### config.mk
export PLATFORM = sky130hd
export DESIGN_NAME = prio_group_mask
export DESIGN_NICKNAME = d
export VERILOG_FILES = /design/src/rtl/pgm_pkg.sv /design/src/rtl/bp_bank.sv /design/src/rtl/bp_select.sv /design/src/rtl/mask_gen.sv /design/src/rtl/prio_group_mask.sv
export SDC_FILE = /design/constraint.sdc
export NUM_CORES = 1
export LEC_CHECK = 0
export ABC_CLOCK_PERIOD_IN_PS = 3400
export BUFFER_PORTS_ARGS = -buffer_cell sky130_fd_sc_hd__buf_2
export CAP_MARGIN = 10
export CORE_MARGIN = 3
export CORE_UTILIZATION = 53
export DETAILED_ROUTE_END_ITERATION = 10
export HOLD_SLACK_MARGIN = 0.03
export PLACE_DENSITY = 0.76
export SKIP_CTS_REPAIR_TIMING = 1
export SLEW_MARGIN = 20
export SYNTH_ARGS = -nofsm -noshare
export SYNTH_HDL_FRONTEND = slang
export SYNTH_HIERARCHICAL = 1
export SYNTH_SLANG_ARGS = --single-unit
export TNS_END_PERCENT = 10
### constraint.sdc
create_clock -name clk -period 3.4 [get_ports clk]
set_input_delay 0.85 -clock clk [delete_from_list [all_inputs] [get_ports clk]]
set_output_delay 0.85 -clock clk [all_outputs]
set_load 0.05 [all_outputs]
### src/rtl/pgm_pkg.sv
package pgm_pkg;
  typedef enum logic [1:0] {
    GRP_0   = 2'd0,
    GRP_1S  = 2'd1,
    GRP_1NS = 2'd2,
    GRP_RSV = 2'd3
  } grp_e;

  localparam int CTL_S_BIT  = 0;
  localparam int CTL_NS_BIT = 1;
  localparam int CTL_V_BIT  = 2;
  localparam int CTL_W      = 3;
endpackage

### src/rtl/bp_bank.sv
module bp_bank #(
  parameter int BP_W   = 3,
  parameter int MIN_BP = 0
) (
  input  logic            clk,
  input  logic            rst,
  input  logic            wr_en,
  input  logic [1:0]      wr_sel,
  input  logic [BP_W-1:0] wr_bp,
  input  logic            ctl_we,
  input  logic            ctl_s,
  input  logic            ctl_ns,
  output logic [BP_W-1:0] g0,
  output logic [BP_W-1:0] g1s,
  output logic [BP_W-1:0] g1ns,
  output logic            cb_s,
  output logic            cb_ns
);
  import pgm_pkg::*;

  localparam logic [BP_W-1:0] FLOOR_LO = BP_W'(MIN_BP);
  localparam logic [BP_W-1:0] FLOOR_HI = BP_W'(MIN_BP + 1);

  logic [BP_W-1:0] lo_val, hi_val;

  always_comb begin
    lo_val = (wr_bp < FLOOR_LO) ? FLOOR_LO : wr_bp;
    hi_val = (wr_bp < FLOOR_HI) ? FLOOR_HI : wr_bp;
  end

  always_ff @(posedge clk) begin
    if (rst) begin
      g0    <= FLOOR_LO;
      g1s   <= FLOOR_LO;
      g1ns  <= FLOOR_HI;
      cb_s  <= 1'b0;
      cb_ns <= 1'b0;
    end else begin
      if (wr_en) begin
        case (wr_sel)
          GRP_0:   g0   <= lo_val;
          GRP_1S:  g1s  <= lo_val;
          GRP_1NS: g1ns <= hi_val;
          default: ;
        endcase
      end
      if (ctl_we) begin
        cb_s  <= ctl_s;
        cb_ns <= ctl_ns;
      end
    end
  end

  // offset register never sits below its floor
  a_r6_ns_floor: assert property (@(posedge clk) disable iff (rst)
    g1ns >= FLOOR_HI);

  // low write is raised to the floor
  a_r6_raise_low: assert property (@(posedge clk) disable iff (rst)
    wr_en && wr_sel == GRP_1NS && wr_bp < FLOOR_HI |=> g1ns == FLOOR_HI);

  // in-range write is stored as given
  a_r6_keep_value: assert property (@(posedge clk) disable iff (rst)
    wr_en && wr_sel == GRP_0 && wr_bp >= FLOOR_LO |=> g0 == $past(wr_bp));

  // reserved select leaves every register alone
  a_r9_rsv_ignored: assert property (@(posedge clk) disable iff (rst)
    wr_en && wr_sel == GRP_RSV |=> $stable(g0) && $stable(g1s) && $stable(g1ns));
endmodule

### src/rtl/bp_select.sv
module bp_select #(
  parameter int BP_W = 3
) (
  input  logic            virt,
  input  logic [1:0]      grp,
  input  logic [BP_W-1:0] p_g0,
  input  logic [BP_W-1:0] p_g1s,
  input  logic [BP_W-1:0] p_g1ns,
  input  logic            p_cb_s,
  input  logic            p_cb_ns,
  input  logic [BP_W-1:0] v_g0,
  input  logic [BP_W-1:0] v_g1,
  input  logic            v_cb,
  output logic [BP_W-1:0] eff_bp
);
  import pgm_pkg::*;

  localparam logic [BP_W-1:0] ONE = BP_W'(1);

  logic grp_is_1;
  assign grp_is_1 = (grp == GRP_1S) || (grp == GRP_1NS);

  always_comb begin
    if (virt) begin
      eff_bp = (grp_is_1 && !v_cb) ? (v_g1 - ONE) : v_g0;
    end else begin
      case (grp)
        GRP_1S:  eff_bp = p_cb_s  ? p_g0 : p_g1s;
        GRP_1NS: eff_bp = p_cb_ns ? p_g0 : (p_g1ns - ONE);
        default: eff_bp = p_g0;
      endcase
    end
  end
endmodule

### src/rtl/mask_gen.sv
module mask_gen #(
  parameter int PRIO_W = 8,
  parameter int BP_W   = 3
) (
  input  logic              clk,
  input  logic              rst,
  input  logic              q_valid,
  input  logic [BP_W-1:0]   eff_bp,
  input  logic [PRIO_W-1:0] q_prio,
  output logic              o_valid,
  output logic [PRIO_W-1:0] o_mask,
  output logic [PRIO_W-1:0] o_gprio
);
  localparam logic [PRIO_W-1:0] ALL1 = {PRIO_W{1'b1}};

  logic [BP_W:0]     shamt;
  logic [PRIO_W-1:0] mask_c;

  always_comb begin
    shamt  = {1'b0, eff_bp} + (BP_W+1)'(1);
    mask_c = ALL1 << shamt;
  end

  always_ff @(posedge clk) begin
    if (rst) begin
      o_valid <= 1'b0;
      o_mask  <= '0;
      o_gprio <= '0;
    end else begin
      o_valid <= q_valid;
      if (q_valid) begin
        o_mask  <= mask_c;
        o_gprio <= q_prio & mask_c;
      end
    end
  end

  // group priority carries no subpriority bit
  a_r8_no_sub_bits: assert property (@(posedge clk) disable iff (rst)
    o_valid |-> (o_gprio & ~o_mask) == '0);

  // mask is a run of ones from the top, bit 0 always clear
  a_r2_mask_shape: assert property (@(posedge clk) disable iff (rst)
    o_valid |-> ((o_mask | (o_mask - 1'b1)) == ALL1) && !o_mask[0]);

  // outputs hold while no query
  a_r8_hold: assert property (@(posedge clk) disable iff (rst)
    !q_valid |=> $stable(o_mask) && $stable(o_gprio));

  // valid follows query by one cycle
  a_r8_valid_lag: assert property (@(posedge clk) disable iff (rst)
    q_valid |=> o_valid);
endmodule

### src/rtl/prio_group_mask.sv
module prio_group_mask #(
  parameter int PRIO_W  = 8,
  parameter int MIN_BP  = 0,
  parameter int VMIN_BP = 0,
  localparam int BP_W   = $clog2(PRIO_W)
) (
  input  logic              clk,
  input  logic              rst,
  input  logic              wr_en,
  input  logic              wr_virt,
  input  logic [1:0]        wr_sel,
  input  logic [BP_W-1:0]   wr_bp,
  input  logic              ctl_we,
  input  logic [2:0]        ctl_data,
  input  logic              q_valid,
  input  logic              q_virt,
  input  logic [1:0]        q_group,
  input  logic [PRIO_W-1:0] q_prio,
  output logic              o_valid,
  output logic [PRIO_W-1:0] o_mask,
  output logic [PRIO_W-1:0] o_gprio
);
  import pgm_pkg::*;

  logic [BP_W-1:0] p_g0, p_g1s, p_g1ns, v_g0, v_g1s_unused, v_g1;
  logic            p_cb_s, p_cb_ns, v_cb, v_cb_dup;
  logic            p_wr, v_wr;
  logic [1:0]      v_sel;
  logic [BP_W-1:0] eff_bp;

  assign p_wr  = wr_en && !wr_virt;
  assign v_wr  = wr_en && wr_virt;
  // virtual set has one group 1 register: both group 1 codes land there
  assign v_sel = (wr_sel == GRP_1S) ? GRP_1NS : wr_sel;

  bp_bank #(.BP_W(BP_W), .MIN_BP(MIN_BP)) u_phys (
    .clk(clk), .rst(rst),
    .wr_en(p_wr), .wr_sel(wr_sel), .wr_bp(wr_bp),
    .ctl_we(ctl_we), .ctl_s(ctl_data[CTL_S_BIT]), .ctl_ns(ctl_data[CTL_NS_BIT]),
    .g0(p_g0), .g1s(p_g1s), .g1ns(p_g1ns), .cb_s(p_cb_s), .cb_ns(p_cb_ns)
  );

  bp_bank #(.BP_W(BP_W), .MIN_BP(VMIN_BP)) u_virt (
    .clk(clk), .rst(rst),
    .wr_en(v_wr), .wr_sel(v_sel), .wr_bp(wr_bp),
    .ctl_we(ctl_we), .ctl_s(ctl_data[CTL_V_BIT]), .ctl_ns(ctl_data[CTL_V_BIT]),
    .g0(v_g0), .g1s(v_g1s_unused), .g1ns(v_g1), .cb_s(v_cb), .cb_ns(v_cb_dup)
  );

  bp_select #(.BP_W(BP_W)) u_sel (
    .virt(q_virt), .grp(q_group),
    .p_g0(p_g0), .p_g1s(p_g1s), .p_g1ns(p_g1ns),
    .p_cb_s(p_cb_s), .p_cb_ns(p_cb_ns),
    .v_g0(v_g0), .v_g1(v_g1), .v_cb(v_cb),
    .eff_bp(eff_bp)
  );

  mask_gen #(.PRIO_W(PRIO_W), .BP_W(BP_W)) u_mask (
    .clk(clk), .rst(rst), .q_valid(q_valid), .eff_bp(eff_bp), .q_prio(q_prio),
    .o_valid(o_valid), .o_mask(o_mask), .o_gprio(o_gprio)
  );

  // offset group without redirect always keeps the top priority bit
  a_r3_ns_keeps_msb: assert property (@(posedge clk) disable iff (rst)
    q_valid && !q_virt && q_group == GRP_1NS && !p_cb_ns |=> o_mask[PRIO_W-1]);

  // virtual group 1 without redirect always keeps the top bit
  a_r7_virt_msb: assert property (@(posedge clk) disable iff (rst)
    q_valid && q_virt && q_group == GRP_1S && !v_cb |=> o_mask[PRIO_W-1]);

  // both redirect copies of the virtual control agree
  a_r5_virt_ctl_pair: assert property (@(posedge clk) disable iff (rst)
    v_cb == v_cb_dup);
endmodule

Word level (Yosys, flattened, before mapping) --
Index checks and enable logic that the tools add are counted.
Word-level totals: bits in registers 35, bits of input ports 25, output and inout bits 17, word-level logic and storage cells 44
Operators by class: add/sub/neg operators 3, $lt $le $gt $ge 2, equality and inequality tests 5, shifts and indexed selects 1, mux-type cells 8, bitwise gates (word level) 1, reduce and logical (&&, ||, !) cells 13
Operator list (count):
- 2-to-1 mux 3 bit | 6
- AND reduction 2 bit | 5
- AND 8 bit | 1
- left shift 8 x 4 -> 8 bit, first input constant | 1
- == test 2 bit, second input constant | 3
- less-than comparator 3 x 1 -> 1 bit, second input constant | 2
- one-hot mux 3 bit (2 select lines) | 1
- subtractor 3 x 1 -> 3 bit, second input constant | 2
- adder 3 x 1 -> 4 bit, second input constant | 1
- == test 2 x 1 -> 1 bit, second input constant | 2
- logical NOT 2 bit | 2
- logical AND 1 bit | 3
- logical NOT 1 bit | 2
- 2-to-1 mux 2 bit | 1
- logical OR 1 bit | 1

Logic depth before layout (Yosys ltp) --
Gate-level depths: netlist of run 1.
depth in word-level cells 8, gate-level depth with buffers 12

Cells and area by module --
Netlist of run 1, hierarchy kept.
Modules (own cells, without submodules):
- bp_bank | times used 2, cells an instance 39, area an instance 414.1 um^2
- mask_gen | times used 1, cells an instance 60, area an instance 674.4 um^2
- bp_select | times used 1, cells an instance 36, area an instance 264.0 um^2
- prio_group_mask | times used 1, cells an instance 4, area an instance 26.3 um^2

Worst setup path before layout of run 1 --
Ideal clock, no wire load.
path kind in2reg, start in q_group[0], end reg u_mask.o_gprio[1], setup time 0.117 ns, data arrival time 2.710 ns, required time 3.283 ns, path slack 0.572 ns, cell stages on the path 11, cells stage by stage inv_1 ha_1 nor2_1 nand2_1 o211ai_1 o31ai_1 ha_1 inv_1 ha_1 and3_4 a32o_2
Between the ends: longest elaborated chain between the ends 8
Ends and longest elaborated chain:
- start, declared | RTL line prio_group_mask.sv:17 | input logic [1:0] q_group,
- == test 2 x 1 -> 1 bit or == test 2 bit (tied branches) | RTL line bp_select.sv:21, bp_select.sv:27
- logical OR 1 bit | RTL line bp_select.sv:21 | assign grp_is_1 = (grp == GRP_1S) || (grp == GRP_1NS);
- logical AND 1 bit | RTL line bp_select.sv:25 | eff_bp = (grp_is_1 && !v_cb) ? (v_g1 - ONE) : v_g0;
- 2-to-1 mux 3 bit | RTL line bp_select.sv:25
- 2-to-1 mux 3 bit * | RTL line bp_select.sv:24 | if (virt) begin
- via eff_bp[0] | RTL line prio_group_mask.sv:29 | logic [BP_W-1:0] eff_bp;
- adder 3 x 1 -> 4 bit * | RTL line mask_gen.sv:20 | shamt = {1'b0, eff_bp} + (BP_W+1)'(1);
- left shift 8 x 4 -> 8 bit * | RTL line mask_gen.sv:21 | mask_c = ALL1 << shamt;
- AND 8 bit * | RTL line mask_gen.sv:33 | o_gprio <= q_prio & mask_c;
- end signal, assigned | RTL line mask_gen.sv:33
- end, declared | RTL line mask_gen.sv:12 | output logic [PRIO_W-1:0] o_gprio
The timed path passes the listed nets; every way through them passes the cells marked *. A chain may end at the register's enable or synchronous reset.

Worst setup path in the final report of run 1 --
Ends and elaborated chain as after synthesis.

==> impl_metrics.toml, run 1 <==
[timing]
fmax_mhz = 356
worst_pin_slew_ps = 522
drv_slew = 0
setup_tns_ps = 0
finalHoldViolCount = 0
finalSetupViolations = 0
period_minus_slack_ps = 2810
skew_ps = 9.88
rsz0062_at_grt = "false"
slew_headroom_pct = 65.2
post-route-period-util_pct = 82.6

[worst_setup_path]
end_kind = "flop"
startpoint_type = "primary input"
critPathMaxStageDelay_ps = 370
cp_data_arrival_time_ps = 3050
crit_fanout = 7
crit_chain = "buf_2, inv_1, ha_1, nor2_1, nand2_1, o211ai_1, o31ai_1, ha_1, inv_1, ha_1, and3_4, a32o_2"
required_ps = 3640
crit_top_cell = "ha_1"
cp_slowest_cell = "ha_1"
r2r_cells = 10
setup.worst_path.class = "in -> reg"

[clock_tree]
clockBufferDepth = 2
tritoncts = "done"
cts_buffers = 5
clockRootBuffer = "clkbuf_4"
clkTransAtPathRegs_ps = 100
cts.sinks = 35
worstSkewPairLatency_ps = 330
htreeDepth = 2

[detailed_routing]
vias = 1300
route.detailed.drc = 0
ant_nets = 0
drtIter0Drc = 53
wire_per_inst_microns = 13.7
wl_microns = 3290
via_per_inst = 5.39
dr.pass1.iters = 4

[logic_synthesis]
postSynthAreaPerCell_sq_um = 10.0
syn_area_sq_um = 1650
syn_inst = 165
synth_nets = 198
synth_warnings = 6

[floorplan]
num_rows = 19
ios = 42
dieArea_sq_um = 3820
die_h_microns = 61.8
die_w_microns = 61.8
start_util_pct = 57.9
core_region_area_sq_um = 2850

[global_routing]
grt_pass1_vias = 1175
grt_usage_pct = 18.6
grt_max_degree = 30
grt_pass1_wl_microns = 5080
antenna_found_initial = 0
grt.overflow.total = 0

[placement]
place.port_buffers = 41
dp_cells = 233
gp_routability_congestion = 0.787
place_area_sq_um = 1870
dp_hpwl_microns = 2570

[job]
cap_violations = 0

[pwr]
p_leak_nw = 0.923
powerDensity_nw_per_um2 = 441
power_uw = 846
peakVddDrop_uv = 325

[layout]
drive_above_1_share_pct = 29.5
finish.utilization_pct = 67.3
diodes = 0
fin_area_sq_um = 1920
instances_no_fill = 241
area_growth_pct = 16.4
final_nets = 242

[outcome]
status = "complete, no violations"

[min_path]
hold_path.class = "reg -> reg"
min_path_cells = 2
[cell type report]
class / count / area (sq um)
fillers: 244 / 932
repair buffers: 41 / 205
clock inverters: 1 / 5.00
inverters: 11 / 41.3
flip-flops and latches: 35 / 701
well taps: 31 / 38.8
multi-input cells: 115 / 885
clock buffers: 7 / 45.0
[critical path: cells and delay by family]
| family | cells | cell delay (ps) |
|---|---|---|
| compound gates | 3 | 500 |
| fa+ha+maj | 3 | 860 |
| buf+inv | 3 | 190 |
| simple gates | 3 | 640 |
[per-layer routing]
layer	part of all wire [%]	track usage (%)	vias to the layer above	wire [microns]
met2	49	32.9	41	1620
met5	0	0	-	0
li1	-	-	674	-
met4	2.0	8.48	0	67
met1	43	19.6	578	1410
met3	6.0	6.82	7	199
[path summary, 6_finish.rpt]
path	from	to	slack [ps]
max	q_group[0]	u_mask/o_gprio[1]	590
min	u_mask/o_gprio[6]	u_mask/o_gprio[6]	470
max reg2reg	u_phys/g1ns[0]	u_mask/o_gprio[1]	780
min reg2reg	u_mask/o_gprio[6]	u_mask/o_gprio[6]	470
[sequential cells by signal, indices dropped and copies added, names as in the netlist, 3 cells and up]
name            flops
u_virt/g1ns         3
u_virt/g0           3
u_mask/o_mask       8
u_phys/g0           3
u_mask/o_gprio      8
u_phys/g1ns         3
u_phys/g1s          3
[metrics by stage]
stage / hold WS, ps / setup slack [ps]
global route: 491 / 489
global placement: 443 / 387
finish: 472 / 591
floorplan: 459 / 572
detailed placement: 454 / 273
CTS: 477 / 642
[placed cells by master, fill, tap and decap left out, drive strengths merged, types with 4 or more instances in the layout]
| cell | count |
|---|---|
| a32o | 4 |
| inv | 11 |
| nand2 | 5 |
| buf | 41 |
| mux2 | 4 |
| a22o | 6 |
| nor2b | 5 |
| nand2b | 6 |
| dfxtp | 35 |
| clkbuf | 7 |
| o211ai | 4 |
| mux2i | 17 |
| a21oi | 6 |
| nor2 | 23 |
| ha | 8 |
[power by group]
part           internal, mW  switching, mW  total (mW)
registers             0.432         0.0124       0.444
clock network        0.0805          0.128       0.209
logic                0.0672          0.126       0.193
Power figures use the tool's default switching activity.
==> run 2, diff against run 1 <==
ABC_CLOCK_PERIOD_IN_PS = 2700   (was 3400)
clock period = 2.7 ns   (was 3.4 ns; I/O delays follow)
==> impl_metrics.toml, run 2 (synthesis gave the netlist of run 1 again) <==
[timing]
period_minus_slack_ps = 2530
rsz0062_at_grt = "false"
skew_ps = 8.91
worst_pin_slew_ps = 399
post-route-period-util_pct = 93.7
finalSetupViolations = 0
slew_headroom_pct = 73.4
drv_slew = 0
finalHoldViolCount = 0
hold_slack_ps = 473
fmax_mhz = 395

[worst_setup_path]
crit_chain = "buf_2, inv_1, ha_1, nor2_1, nand2_1, o211ai_1, o31ai_1, ha_1, inv_1, ha_1, and3_4, a32o_2"
cp_data_arrival_time_ps = 2760
r2r_slack_ps = 260
reg2reg_to = "u_mask/o_gprio[2]"
r2r-start = "u_phys/g1ns[0]"
cp_num_buf_inv = 3
crit_fanout = 7
critPathMaxStageDelay_ps = 350
crit_end = "u_mask/o_gprio[2]"
critPathLaunch = "q_group[0]"
r2r_cells = 10
setup.worst_path.class = "in -> reg"
end_kind = "flop"
cp_slowest_cell = "ha_1"
crit_family = "adder cells"
required_ps = 2930
cp.depth = 12
crit_top_cell = "ha_1"
startpoint_type = "primary input"

[layout]
regArea_sq_um = 701
final_nets = 251
layout_commonest_cell = "buf_2"
drive_above_1_share_pct = 32.3
multi_input_area_sq_um = 885
area_growth_pct = 19.9
fillers = 238
final_cell_mix = "buf_2 (41), dfxtp_1 (35), nor2_1 (22)"
diodes = 0
fin_area_sq_um = 1980
reg_top3 = "u_mask/o_gprio: 8 flops, u_mask/o_mask: 8 flops"

[floorplan]
die_w_microns = 61.8
start_util_pct = 57.9
core_region_area_sq_um = 2850
ios = 42
num_rows = 19
die_h_microns = 61.8
dieArea_sq_um = 3820

[clock_tree]
clockRootBuffer = "clkbuf_4"
clockBufferDepth = 2
cts_buffers = 5
tritoncts = "done"
cts.sinks = 35
worstSkewPairLatency_ps = 340
htreeDepth = 2
clkTransAtPathRegs_ps = 100

[pwr]
combPwrFrac_pct = 24.3
switching_share_pct = 31.1
peakVddDrop_uv = 323
power_switching_uw = 331
p_clk_share_pct = 23.2
powerDensity_nw_per_um2 = 539
p_leak_nw = 0.962
seq_power_share_pct = 52.5
power.internal_uw = 735

[global_routing]
antenna_found_initial = 0
grt.overflow.total = 0
grt_usage_pct = 18.5
grt_pass1_vias = 1235
grt_pass1_wl_microns = 5070
grt_max_degree = 28

[min_path]
hold_path.class = "reg -> reg"

[detailed_routing]
wl_microns = 3270
vias = 1357
route.detailed.drc = 0
via_per_inst = 5.47
drtIter0Drc = 57
ant_nets = 0
dr.pass1.iters = 4
wire_per_inst_microns = 13.2

[placement]
gp_routability_congestion = 0.789
place_area_sq_um = 1940
place.port_buffers = 41
dp_hpwl_microns = 2540

[job]
cap_violations = 0

[outcome]
status = "complete, no violations"
-- run 2: cell count changes in the layout (fill, tap and decap cells not counted), sizes merged --
cell,before,now
clkinv,1,0
clkbuf,7,6
buf,41,50
-- run 2: through the flow --
stage	TNS, ps	utilization, %	instances	total power, mW	setup slack [ps]
after floorplan	0	-	165	0.748	47.4
after global placement	-90.0	67.9	242	0.824	-45.5
after detailed placement	-878	67.9	242	0.832	-161
after CTS	0	69.4	248	1.08	204
after global routing	0	69.4	248	1.13	40.9
final	0	69.4	248	1.07	170
-- run 2: worst min path at each step --
stage | from | to | cells past startpoint
floorplan | u_phys/g1s[0] | u_phys/g1s[0] | 2
global placement | u_mask/o_gprio[4] | u_mask/o_gprio[4] | 1
detailed placement | u_mask/o_gprio[2] | u_mask/o_gprio[2] | 1
CTS | u_mask/o_gprio[2] | u_mask/o_gprio[2] | 1
global route | u_mask/o_gprio[1] | u_mask/o_gprio[1] | 1
finish | u_mask/o_mask[6] | u_mask/o_mask[6] | 2
-- run 2: per-layer routing --
layer	global-route usage, %	up-vias	share of wire [%]
li1	-	692	-
met5	0	-	0
met1	19.7	624	45
met2	32.6	36	49
met3	4.96	5	4.4
met4	10.9	0	2.0
-- run 2: tightest hold or removal path, cell delays in order, from the launching register on --
cell	delay, ps
dfxtp_1	320
nand2b_1	60
a21oi_1	50
-- run 2: area by class of cell --
type / instances / share of cell area (%)
Clock buffer: 6 / 2.09
Inverter: 11 / 2.09
Multi-Input combinational cell: 115 / 44.7
Sequential cell: 35 / 35.4
Tap cell: 31 / 1.96
Timing Repair Buffer: 50 / 13.8
-- run 2: power groups by stage --
stage,registers (mW),clock network (mW),logic (mW)
2_1_floorplan,0.640,0,0.108
3_5_place_dp,0.572,0,0.260
3_3_place_gp,0.570,0,0.254
5_1_grt,0.564,0.282,0.281
6_report,0.559,0.248,0.259
4_1_cts,0.560,0.257,0.260
==> run 3, diff against run 2 <==
ABC_AREA = 1   (was default)
CORE_UTILIZATION = 55   (was 53)
PLACE_DENSITY = 0.77   (was 0.76)
==> impl_metrics.toml, run 3 <==
[timing]
worst_pin_slew_ps = 472
slew_headroom_pct = 68.5
rsz0062_at_grt = "false"
skew_ps = 5.29
finalHoldViolCount = 0
post-route-period-util_pct = 88.0
setup_tns_ps = 0
fmax_mhz = 421
period_minus_slack_ps = 2380
finalSetupViolations = 0
drv_slew = 0
worst_slack_ps = 323
hold_slack_ps = 466

[worst_setup_path]
startpoint_type = "primary input"
crit_chain = "buf_2, inv_1, ha_1, nor2_2, o211ai_1, nand2_1, ha_1, inv_1, ha_1, inv_1, nor2_1, nand4_1, a21oi_2"
end_kind = "flop"
r2r_cells = 14
r2r_slack_ps = 550
critPathMaxStageDelay_ps = 390
reg2reg_to = "u_mask/o_gprio[2]"
cp_data_arrival_time_ps = 2640
cp_slowest_cell = "ha_1"
required_ps = 2970
crit_fanout = 7
setup.worst_path.class = "in -> reg"
r2r-start = "u_phys/g1ns[0]"

[layout]
fillers = 309
drive_above_1_share_pct = 27.6
final_nets = 351
finish.utilization_pct = 69.3
area_growth_pct = 13.7
final_cell_mix = "nand2_1 (71), buf_2 (41), inv_1 (37)"
fin_area_sq_um = 2220
layout_commonest_cell = "nand2_1"
regArea_sq_um = 701
reg_top3 = "u_mask/o_gprio: 8 flops, u_mask/o_mask: 8 flops"
multi_input_area_sq_um = 983
diodes = 0

[placement]
place_area_sq_um = 2150
place_ws_ps = 1.79
place.port_buffers = 41
gp_routability_congestion = 0.825
dp_hpwl_microns = 3050

[floorplan]
die_h_microns = 65.6
ios = 42
start_util_pct = 60.9
core_region_area_sq_um = 3200
dieArea_sq_um = 4300
die_w_microns = 65.6
num_rows = 20

[clock_tree]
clockBufferDepth = 2
tritoncts = "done"
clockRootBuffer = "clkbuf_4"
cts.sinks = 35
htreeDepth = 2
worstSkewPairLatency_ps = 330
clkTransAtPathRegs_ps = 100
cts_buffers = 5

[pwr]
peakVddDrop_uv = 404
p_clk_share_pct = 26.7
seq_power_share_pct = 47.8
power_switching_uw = 393
powerDensity_nw_per_um2 = 536
power.internal_uw = 795
combPwrFrac_pct = 25.5
switching_share_pct = 33.1
p_leak_nw = 1.15

[logic_synthesis]
syn_inst = 276
syn_area_sq_um = 1950
postSynthAreaPerCell_sq_um = 7.07
synth_warnings = 6
synth_nets = 309

[detailed_routing]
ant_nets = 0
route.detailed.drc = 0
dr.pass1.iters = 4
wire_per_inst_microns = 11.2
vias = 1771
via_per_inst = 4.88
drtIter0Drc = 96
wl_microns = 4070

[global_routing]
grt.overflow.total = 0
grt_max_degree = 20
grt_usage_pct = 20.4
grt_pass1_vias = 1585
grt_pass1_wl_microns = 6800
antenna_found_initial = 0

[job]
cap_violations = 0

[min_path]
hold_path.class = "reg -> reg"
min_from = "u_mask/o_mask[1]"
holdPathEnd = "u_mask/o_mask[1]"
min_path_cells = 2

[outcome]
status = "complete, no violations"
-- run 3: worst max-delay path by stage --
| stage | startpoint | endpoint | slack, ps | cells past startpoint |
|---|---|---|---|---|
| after floorplan | q_group[0] | u_mask/o_gprio[2] | 260 | 12 |
| after global placement | q_group[0] | u_mask/o_gprio[2] | 90 | 13 |
| after detailed placement | q_group[0] | u_mask/o_gprio[2] | 2 | 13 |
| after CTS | q_group[0] | u_mask/o_gprio[2] | 340 | 13 |
| after global routing | q_group[0] | u_mask/o_gprio[2] | 150 | 13 |
| final | q_group[0] | u_mask/o_gprio[2] | 320 | 13 |
-- run 3: cell type report --
type,count,area share (%)
multi-input cells,185,44.3
flip-flops and latches,35,31.6
clock buffers,8,3.10
well taps,44,2.48
inverters,48,8.57
repair buffers,43,9.93
-- run 3: power groups by stage --
stage | sequential [mW] | combinational (mW) | clock [mW]
finish | 0.568 | 0.303 | 0.317
global route | 0.572 | 0.335 | 0.346
CTS | 0.568 | 0.303 | 0.324
detailed placement | 0.580 | 0.301 | 0
global placement | 0.579 | 0.295 | 0
floorplan | 0.645 | 0.162 | 0
-- run 3: worst max-delay path, delay by kind of cell --
family,cells,cell delay [ps]
fa+ha+maj,3,900
simple gates,4,580
buf+inv,4,260
compound gates,2,240
-- run 3: layer usage --
metal / track usage (%) / vias to the layer above / routed length, microns
li1: - / 947 / -
met1: 27.8 / 786 / 2090
met2: 30.8 / 34 / 1750
met3: 5.13 / 4 / 193
met4: 7.51 / 0 / 33
met5: 0 / - / 0
-- run 3: per-stage QoR --
step                      power [mW]  cells
final                           1.19    363
after global routing            1.25    363
after CTS                       1.20    363
after detailed placement       0.880    355
after global placement         0.875    355
after floorplan                0.807    276
